--- src/rtl/uart_rx_efifo.sv ---
module uart_rx_efifo #(
  parameter int DEPTH = 16,
  parameter int OSR   = 16,
  localparam int AW   = $clog2(DEPTH),
  localparam int CW   = $clog2(OSR)
) (
  input  logic          clk,
  input  logic          rst_n,
  input  logic          tick16,
  input  logic          rxd,
  input  logic [1:0]    cfg_len,
  input  logic          cfg_par_en,
  input  logic          cfg_par_odd,
  input  logic          cfg_stop2,
  input  logic          mode_wr,
  input  logic          mode_fifo,
  input  logic          rd_en,
  output logic [7:0]    rd_data,
  output logic          rd_perr,
  output logic          rd_ferr,
  output logic          rd_brk,
  output logic          data_ready,
  output logic          overrun,
  output logic [AW:0]   fill_level
);
  typedef enum logic [2:0] {S_IDLE, S_START, S_DATA, S_PAR, S_STOP1, S_STOP2, S_BRK} st_t;

  localparam logic [CW-1:0] LAST  = CW'(OSR - 1);
  localparam logic [CW-1:0] MID   = CW'(OSR / 2 - 1);
  localparam logic [AW:0]   CAPF  = (AW + 1)'(DEPTH);

  st_t            st;
  logic [CW-1:0]  tcnt;
  logic [2:0]     bcnt;
  logic [7:0]     sh;
  logic           allz, pacc;
  logic           fmode, ovr;
  logic [AW-1:0]  wp, rp;
  logic [AW:0]    cnt;
  logic [10:0]    mem [DEPTH];

  wire       sample  = tick16 && tcnt == LAST;
  wire       push    = sample && st == S_STOP1;
  wire       is_brk  = !rxd && allz;
  wire [2:0] tag     = {is_brk, !rxd && !allz, cfg_par_en && !is_brk && (pacc ^ cfg_par_odd)};
  wire [7:0] rx_byte = sh >> (2'd3 - cfg_len);
  wire [2:0] last_b  = 3'd4 + {1'b0, cfg_len};

  wire       full    = cnt >= (fmode ? CAPF : (AW + 1)'(1));
  wire       pop     = rd_en && cnt != '0;
  wire       flush   = mode_wr && mode_fifo != fmode;
  wire       accept  = push && (!full || pop) && !flush;

  always_ff @(posedge clk or negedge rst_n) begin
    if (!rst_n) begin
      st   <= S_IDLE;
      tcnt <= '0;
      bcnt <= '0;
      sh   <= '0;
      allz <= 1'b0;
      pacc <= 1'b0;
    end else if (tick16) begin
      tcnt <= tcnt + 1'b1;
      unique case (st)
        S_IDLE: if (!rxd) begin
          st   <= S_START;
          tcnt <= '0;
        end
        S_START: if (tcnt == MID) begin
          tcnt <= '0;
          bcnt <= '0;
          allz <= 1'b1;
          pacc <= 1'b0;
          st   <= rxd ? S_IDLE : S_DATA;
        end
        S_DATA: if (sample) begin
          sh   <= {rxd, sh[7:1]};
          allz <= allz & ~rxd;
          pacc <= pacc ^ rxd;
          bcnt <= bcnt + 1'b1;
          if (bcnt == last_b) st <= cfg_par_en ? S_PAR : S_STOP1;
        end
        S_PAR: if (sample) begin
          allz <= allz & ~rxd;
          pacc <= pacc ^ rxd;
          st   <= S_STOP1;
        end
        S_STOP1: if (sample) begin
          if (is_brk)        st <= S_BRK;
          else if (!rxd)     st <= S_IDLE;
          else if (cfg_stop2) st <= S_STOP2;
          else               st <= S_IDLE;
        end
        S_STOP2: if (sample) st <= S_IDLE;
        S_BRK:   if (rxd)    st <= S_IDLE;
        default: st <= S_IDLE;
      endcase
    end
  end

  always_ff @(posedge clk or negedge rst_n) begin
    if (!rst_n) begin
      fmode <= 1'b0;
      ovr   <= 1'b0;
      wp    <= '0;
      rp    <= '0;
      cnt   <= '0;
    end else begin
      if (mode_wr) fmode <= mode_fifo;
      if (flush) begin
        wp  <= '0;
        rp  <= '0;
        cnt <= '0;
      end else begin
        if (accept) wp <= wp + 1'b1;
        if (pop)    rp <= rp + 1'b1;
        cnt <= cnt + (AW + 1)'(accept) - (AW + 1)'(pop);
      end
      if (push && !accept && !flush) ovr <= 1'b1;
      else if (rd_en)                ovr <= 1'b0;
    end
  end

  always_ff @(posedge clk)
    if (accept) mem[wp] <= {tag, rx_byte};

  wire [10:0] head = mem[rp];

  assign data_ready = cnt != '0;
  assign rd_data    = data_ready ? head[7:0] : 8'h00;
  assign rd_perr    = data_ready & head[8];
  assign rd_ferr    = data_ready & head[9];
  assign rd_brk     = data_ready & head[10];
  assign overrun    = ovr;
  assign fill_level = cnt;
endmodule

--- config.mk ---
export PLATFORM = sky130hd
export DESIGN_NAME = uart_rx_efifo
export DESIGN_NICKNAME = d
export VERILOG_FILES = /design/src/rtl/uart_rx_efifo.sv
export SDC_FILE = /design/constraint.sdc
export NUM_CORES = 1
export LEC_CHECK = 0
export ABC_CLOCK_PERIOD_IN_PS = 6600
export BUFFER_PORTS_ARGS = -buffer_cell sky130_fd_sc_hd__buf_2
export CORE_ASPECT_RATIO = 1.5
export CORE_MARGIN = 8
export CORE_UTILIZATION = 65
export CTS_CLUSTER_SIZE = 10
export DETAILED_ROUTE_END_ITERATION = 6
export PLACE_DENSITY = 0.83
export SYNTH_ARGS = -nofsm -noshare
export SYNTH_HDL_FRONTEND = slang
export SYNTH_SLANG_ARGS = --single-unit
--- constraint.sdc ---
create_clock -name clk -period 6.6 [get_ports clk]
set_input_delay 0.66 -clock clk [delete_from_list [all_inputs] [get_ports clk]]
set_output_delay 0.66 -clock clk [all_outputs]
set_load 0.01 [all_outputs]
Word-level counts from Yosys, hierarchy flattened
Memories as Yosys holds them, arrays and structs flattened.
Cells that the tools add are included.

cells by class
  magnitude comparators = 1
  add/subtract/negate cells = 8
  shift operators = 1
  reduce and logical (&&, ||, !) cells = 31
  equality and inequality tests = 19
  bitwise operators = 7
  mux-type cells = 37

operators by type and width
  cell                                                  count
  two-way mux 3 bit                                     14
  two-way mux 4 bit                                     6
  case mux 3 bit (7 select lines)                       1
  inequality test 2 bit (second input constant)         8
  adder 4 x 1 -> 4 bit (second input constant)          3
  logical AND 1 bit                                     12
  two-way mux 5 bit                                     2
  nonzero test 2 bit                                    5
  equality test 3 bit (second input constant)           3
  AND reduction 9 bit                                   1
  two-way mux 1 bit                                     8
  two-way mux 8 bit                                     1
  case mux 4 bit (2 select lines)                       1
  AND reduction 4 bit                                   2
  >> shifter 8 x 2 -> 8 bit                             1
  equality test 3 x 2 -> 1 bit (second input constant)  2
  logical NOT 1 bit                                     6
  case mux 3 bit (2 select lines)                       1
  adder 5 x 1 -> 5 bit                                  1
  >= comparator 5 bit                                   1
  nonzero test 5 bit                                    1
  subtractor 5 x 1 -> 5 bit                             1
  AND 1 bit                                             4
  equality test 4 x 3 -> 1 bit (second input constant)  1
  other kinds (16)                                      18

word-level totals
  logic and storage cells = 116
  bits in registers = 35
  memory bits (writable) = 176
  output and inout bits = 18
  input bits = 12
  memories kept = 1

memory list
  memory  depth  width  read ports  clocked after memory_dff  wr ports  RTL line  RTL
  mem     16     11     1           0                         1         40        logic [10:0] mem [DEPTH];

Logic depth before layout (Yosys ltp)
  word-level depth = 10
  mapped depth = 19
  depth with buffers taken out = 17

Worst setup path after synthesis
Ideal clock, no wire load.

  path kind = reg2reg
  from = register cnt[1], in the netlist fill_level[1]
  to = memory mem[1][0] (enable)
  arrival = 2971 ps
  period minus slack after synthesis = 3383 ps
  stages on the path, launching flop included = 10
  setup slack = 3217 ps
  required time = 6188 ps
  buffers on the path = 1
  library setup time = 412 ps
  cells stage by stage = dfrtp_1 -> inv_1 -> ha_1 -> nor2b_1 -> o21ai_0 -> a21oi_4 -> nor3_4 -> inv_2 -> buf_6 -> nor4b_1

on the way
  longest elaborated chain between the ends = 7
  elaborated cells on any way between the ends = 9
  those cells by class = order compare (1); mux (2); reduce/logical (6)

RTL lines
  element                                                    RTL line  RTL
  from (decl)                                                39        logic [AW:0] cnt;
  from (signal assigned)                                     117       cnt <= cnt + (AW + 1)'(accept) - (AW + 1)'(pop);
  >= comparator 5 bit or nonzero test 5 bit (tied branches)  49, 50
  logical NOT 1 bit or logical AND 1 bit (tied branches)     52, 50
  logical OR 1 bit (*)                                       52        wire accept = push && (!full || pop) && !flush;
  logical AND 1 bit (*) (2 in series)                        52
  two-way mux 1 bit (*)                                      125       if (accept) mem[wp] <= {tag, rx_byte};
  two-way mux 1 bit (implied by the code) (*)                125
  to (decl)                                                  40

Mark *: on every way between the ends. The rest lies on a longest branch, timed or not.

Final worst setup path
  from = register cnt[2], in the netlist fill_level[2]
  to = register cnt[4], in the netlist fill_level[4]

on the way
  longest elaborated chain between the ends = 8
  elaborated cells on any way between the ends = 10
  those cells by class = add/sub (2); order compare (1); mux (1); reduce/logical (6)

RTL lines
  element                                                    RTL line  RTL
  >= comparator 5 bit or nonzero test 5 bit (tied branches)  49, 50
  logical NOT 1 bit or logical AND 1 bit (tied branches)     52, 50
  logical OR 1 bit                                           52
  logical AND 1 bit (2 in series)                            52
  adder 5 x 1 -> 5 bit                                       117
  subtractor 5 x 1 -> 5 bit (*)                              117
  two-way mux 5 bit (*)                                      110       if (flush) begin

Marked as above.
A chain may end at the register's enable or synchronous reset.

==> flow_summary.toml <==
[drt]
first_iter_violations = 468
wirelength_um = 18300
drcViolationCount = 0
ant_nets = 0
wl_per_cell_um = 24.5
firstDrtPassIters = 5
num_vias = 4887
vias_per_cell = 6.55

[sta]
max_freq_ghz = 0.274
fin_crit_sh_pct = 55.2
maxSlewViolCount = 0
max-slew-margin-rel_pct = 10.8
tightest_slew_ns = 1.30
skew_ns = 0.0118
fin_tns_setup_ns = 0
setup_viol = 0
min_period_ns = 3.64
rsz0062_at_grt = "no"
finalHoldViolations = 0

[cts]
ctsResizeCount = 0
cts_setup_buffers = 0
cts_inserted_buffers = 25
cts-root-buf = "clkbuf_16"
cts_buffer_depth = 3
cts_sinks = 211
path_clk_slew_ns = 0.06
cts_tree = "done"
cts_max_level = 1
worstSkewPairLatency_ns = 0.51
cts_hold_buf = 0

[final_layout]
nFillCells = 806
syn_to_final_growth_pct = 11.4
final_net_count = 592
drive_gt1_share_pct = 23.2
antenna_cells = 0

[floorplanning]
core_area_mm2 = 0.0138
row_count = 53
pin_count = 30
start_util_pct = 65.6
dieArea_mm2 = 0.0180
die_w_um = 112
fp.dieH_um = 160

[pwr]
cellPowerDensity_mw_per_mm2 = 367
p_leak_uw = 0.00345
swShare_pct = 28.4
clkPwrFrac_pct = 32.8
worst_ir_drop_vdd_mv = 0.290
p_int_uw = 2650
p_comb_share_pct = 23.8
p_total_uw = 3700
p_sw_uw = 1050
pwr-share-seq_pct = 43.4

[worst_setup_path]
crit_path_start = "fill_level[2]$_DFF_PN0_"
timing.reg2reg.setup_slack_ns = 2.96
reg2regPathDepth = 17
worstReg2RegStart = "fill_level[2]$_DFF_PN0_"
crit_path_end_kind = "register"
arrival_ns = 4.01
required_ns = 6.97
crit_type = "register to register"
worstPathMaxFanout = 11
critPathLaunchType = "register"
r2r_end = "fill_level[4]$_DFF_PN0_"

[synthesis]
synth_edf_count = 176
ys_async_sr_fraction_pct = 16.6
syn-num-nets = 555
synth_area_leaders = "edfxtp_1 58%, mux4_2 11%, dfrtp_1 9.7%"
synthDistinctLibCells = 57
yosys.area.top_type = "edfxtp_1"
yosysWarnings = 0
synth_seq_cells = 211
postSynthCellCount = 525
ys_seq_area_share_pct = 68.1
ys.flop_type = "edfxtp_1"
netlist_top_cells_count = "176 x edfxtp_1, 44 x mux4_2, 35 x dfrtp_1"
syn_area_mm2 = 0.00904
yosys.cell_count.top_type = "edfxtp_1"
yosys.area.top_type_share_pct = 58.4
syn_avg_cell_area_um2 = 17.2

[placed_design]
dp_hpwl_um = 11300
gp_congestion = 0.921
io_buffer_count = 29

[flow_run]
drv_cap = 0

[global_route]
overflow = 0
grt_use_total_pct = 20.7
grt_max_degree = 48
antenna_found_initial = 0
grt_pass1_vias = 5203
grt_first_pass_wirelength_um = 28700

[hold_path]
worstHoldPathType = "primary input to asynchronous set/reset pin"

[status]
status = "finished, final reports clean"
[placed cells by master (no fill, tap or decap), drive strengths merged, types with 2 or more instances in the layout]
| cell type | instances |
|---|---|
| nand4 | 2 |
| and4 | 2 |
| xnor2 | 7 |
| nor2 | 23 |
| mux2i | 34 |
| nor4 | 2 |
| o211ai | 2 |
| o21ai | 14 |
| or3 | 2 |
| and4b | 5 |
| xor2 | 5 |
| a21oi | 13 |
| nor4b | 4 |
| o31ai | 3 |
| nand4b | 2 |
| clkbuf | 44 |
| mux2 | 10 |
| inv | 19 |
| nand2b | 4 |
| nand2 | 16 |
| ha | 17 |
| and2 | 3 |
| edfxtp | 176 |
| mux4 | 44 |
| dfrtp | 35 |
| nand3 | 9 |
| nor2b | 4 |
| buf | 38 |
| a21o | 2 |
| and3 | 2 |
| nor3 | 9 |
| o22ai | 12 |
[registers in the layout, indices dropped and copies added (netlist names)]
signal	cells
allz	1
bcnt	3
fill_level	5
fmode	1
mem	176
overrun	1
pacc	1
rp	4
sh	8
st	3
tcnt	4
wp	4
[logic make-up after synthesis]
group | Yosys count | synth area share, %
flip-flops | 211 | 68.1
AND/OR/NAND/NOR | 96 | 6.19
multiplexers | 88 | 16.0
AO/OA/AOI/OAI | 55 | 3.85
buffers and inverters | 45 | 2.13
adder cells (fa/ha/maj) | 18 | 2.57
XOR/XNOR | 12 | 1.16
[worst max-delay path, stage by stage (launching register included)]
cell,delay [ns]
dfrtp_1,0.40
inv_1,0.15
ha_1,0.19
or4b_4,0.49
and2_4,0.21
a21oi_4,0.24
nor3_4,0.11
inv_2,0.24
ha_1,0.28
inv_1,0.06
ha_1,0.16
inv_1,0.06
fa_1,0.40
nor2_1,0.13
nor2_1,0.05
o21bai_1,0.15
xnor2_1,0.13
nor2_1,0.05
[area by class of cell]
| cell class | instances | area [µm²] | share of cell area [%] |
|---|---|---|---|
| Clock inverter | 2 | 17.5 | 0.174 |
| Sequential cell | 211 | 6160 | 61.2 |
| Timing Repair Buffer | 38 | 213 | 2.11 |
| Clock buffer | 44 | 697 | 6.92 |
| Multi-Input combinational cell | 269 | 2710 | 26.9 |
| Tap cell | 165 | 206 | 2.05 |
| Inverter | 17 | 63.8 | 0.633 |
[layer usage]
layer / up-vias / GRT usage, % / part of all wire (%)
met5: - / 0 / 0
met4: 0 / 7.58 / 2.7
met3: 43 / 3.04 / 6.0
met2: 214 / 37.0 / 54
met1: 2483 / 24.9 / 38
li1: 2147 / - / -
[power groups by stage]
stage / clock network, µW / registers, µW / logic (µW)
after floorplan: 0 / 1610 / 661
after global placement: 0 / 1620 / 856
after detailed placement: 0 / 1630 / 892
after CTS: 1230 / 1600 / 895
after global routing: 1270 / 1620 / 969
final: 1210 / 1600 / 880
[metrics by stage]
stage	setup WS, ns	util, %	instances	hold WS, ns	instance area (µm²)
6_report	2.96	73.0	746	0.255	10100
3_5_place_dp	3.00	67.9	700	0.498	9360
4_1_cts	2.96	73.0	746	0.265	10100
3_3_place_gp	3.18	67.9	700	0.490	9360
2_1_floorplan	3.22	-	525	0.364	9040
5_1_grt	2.72	73.0	746	0.314	10100
[how the worst max path moves through the flow]
stage                               to  slack, ns  cells past startpoint
2_1_floorplan      mem[1][0]$_DFFE_PP_       3.22                      9
6_report       fill_level[4]$_DFF_PN0_       2.96                     17
4_1_cts                     rd_data[4]       2.96                      5
3_3_place_gp   fill_level[4]$_DFF_PN0_       3.18                     17
3_5_place_dp   fill_level[4]$_DFF_PN0_       3.00                     17
5_1_grt        fill_level[4]$_DFF_PN0_       2.72                     17
(Power assumes the default switching activity.)
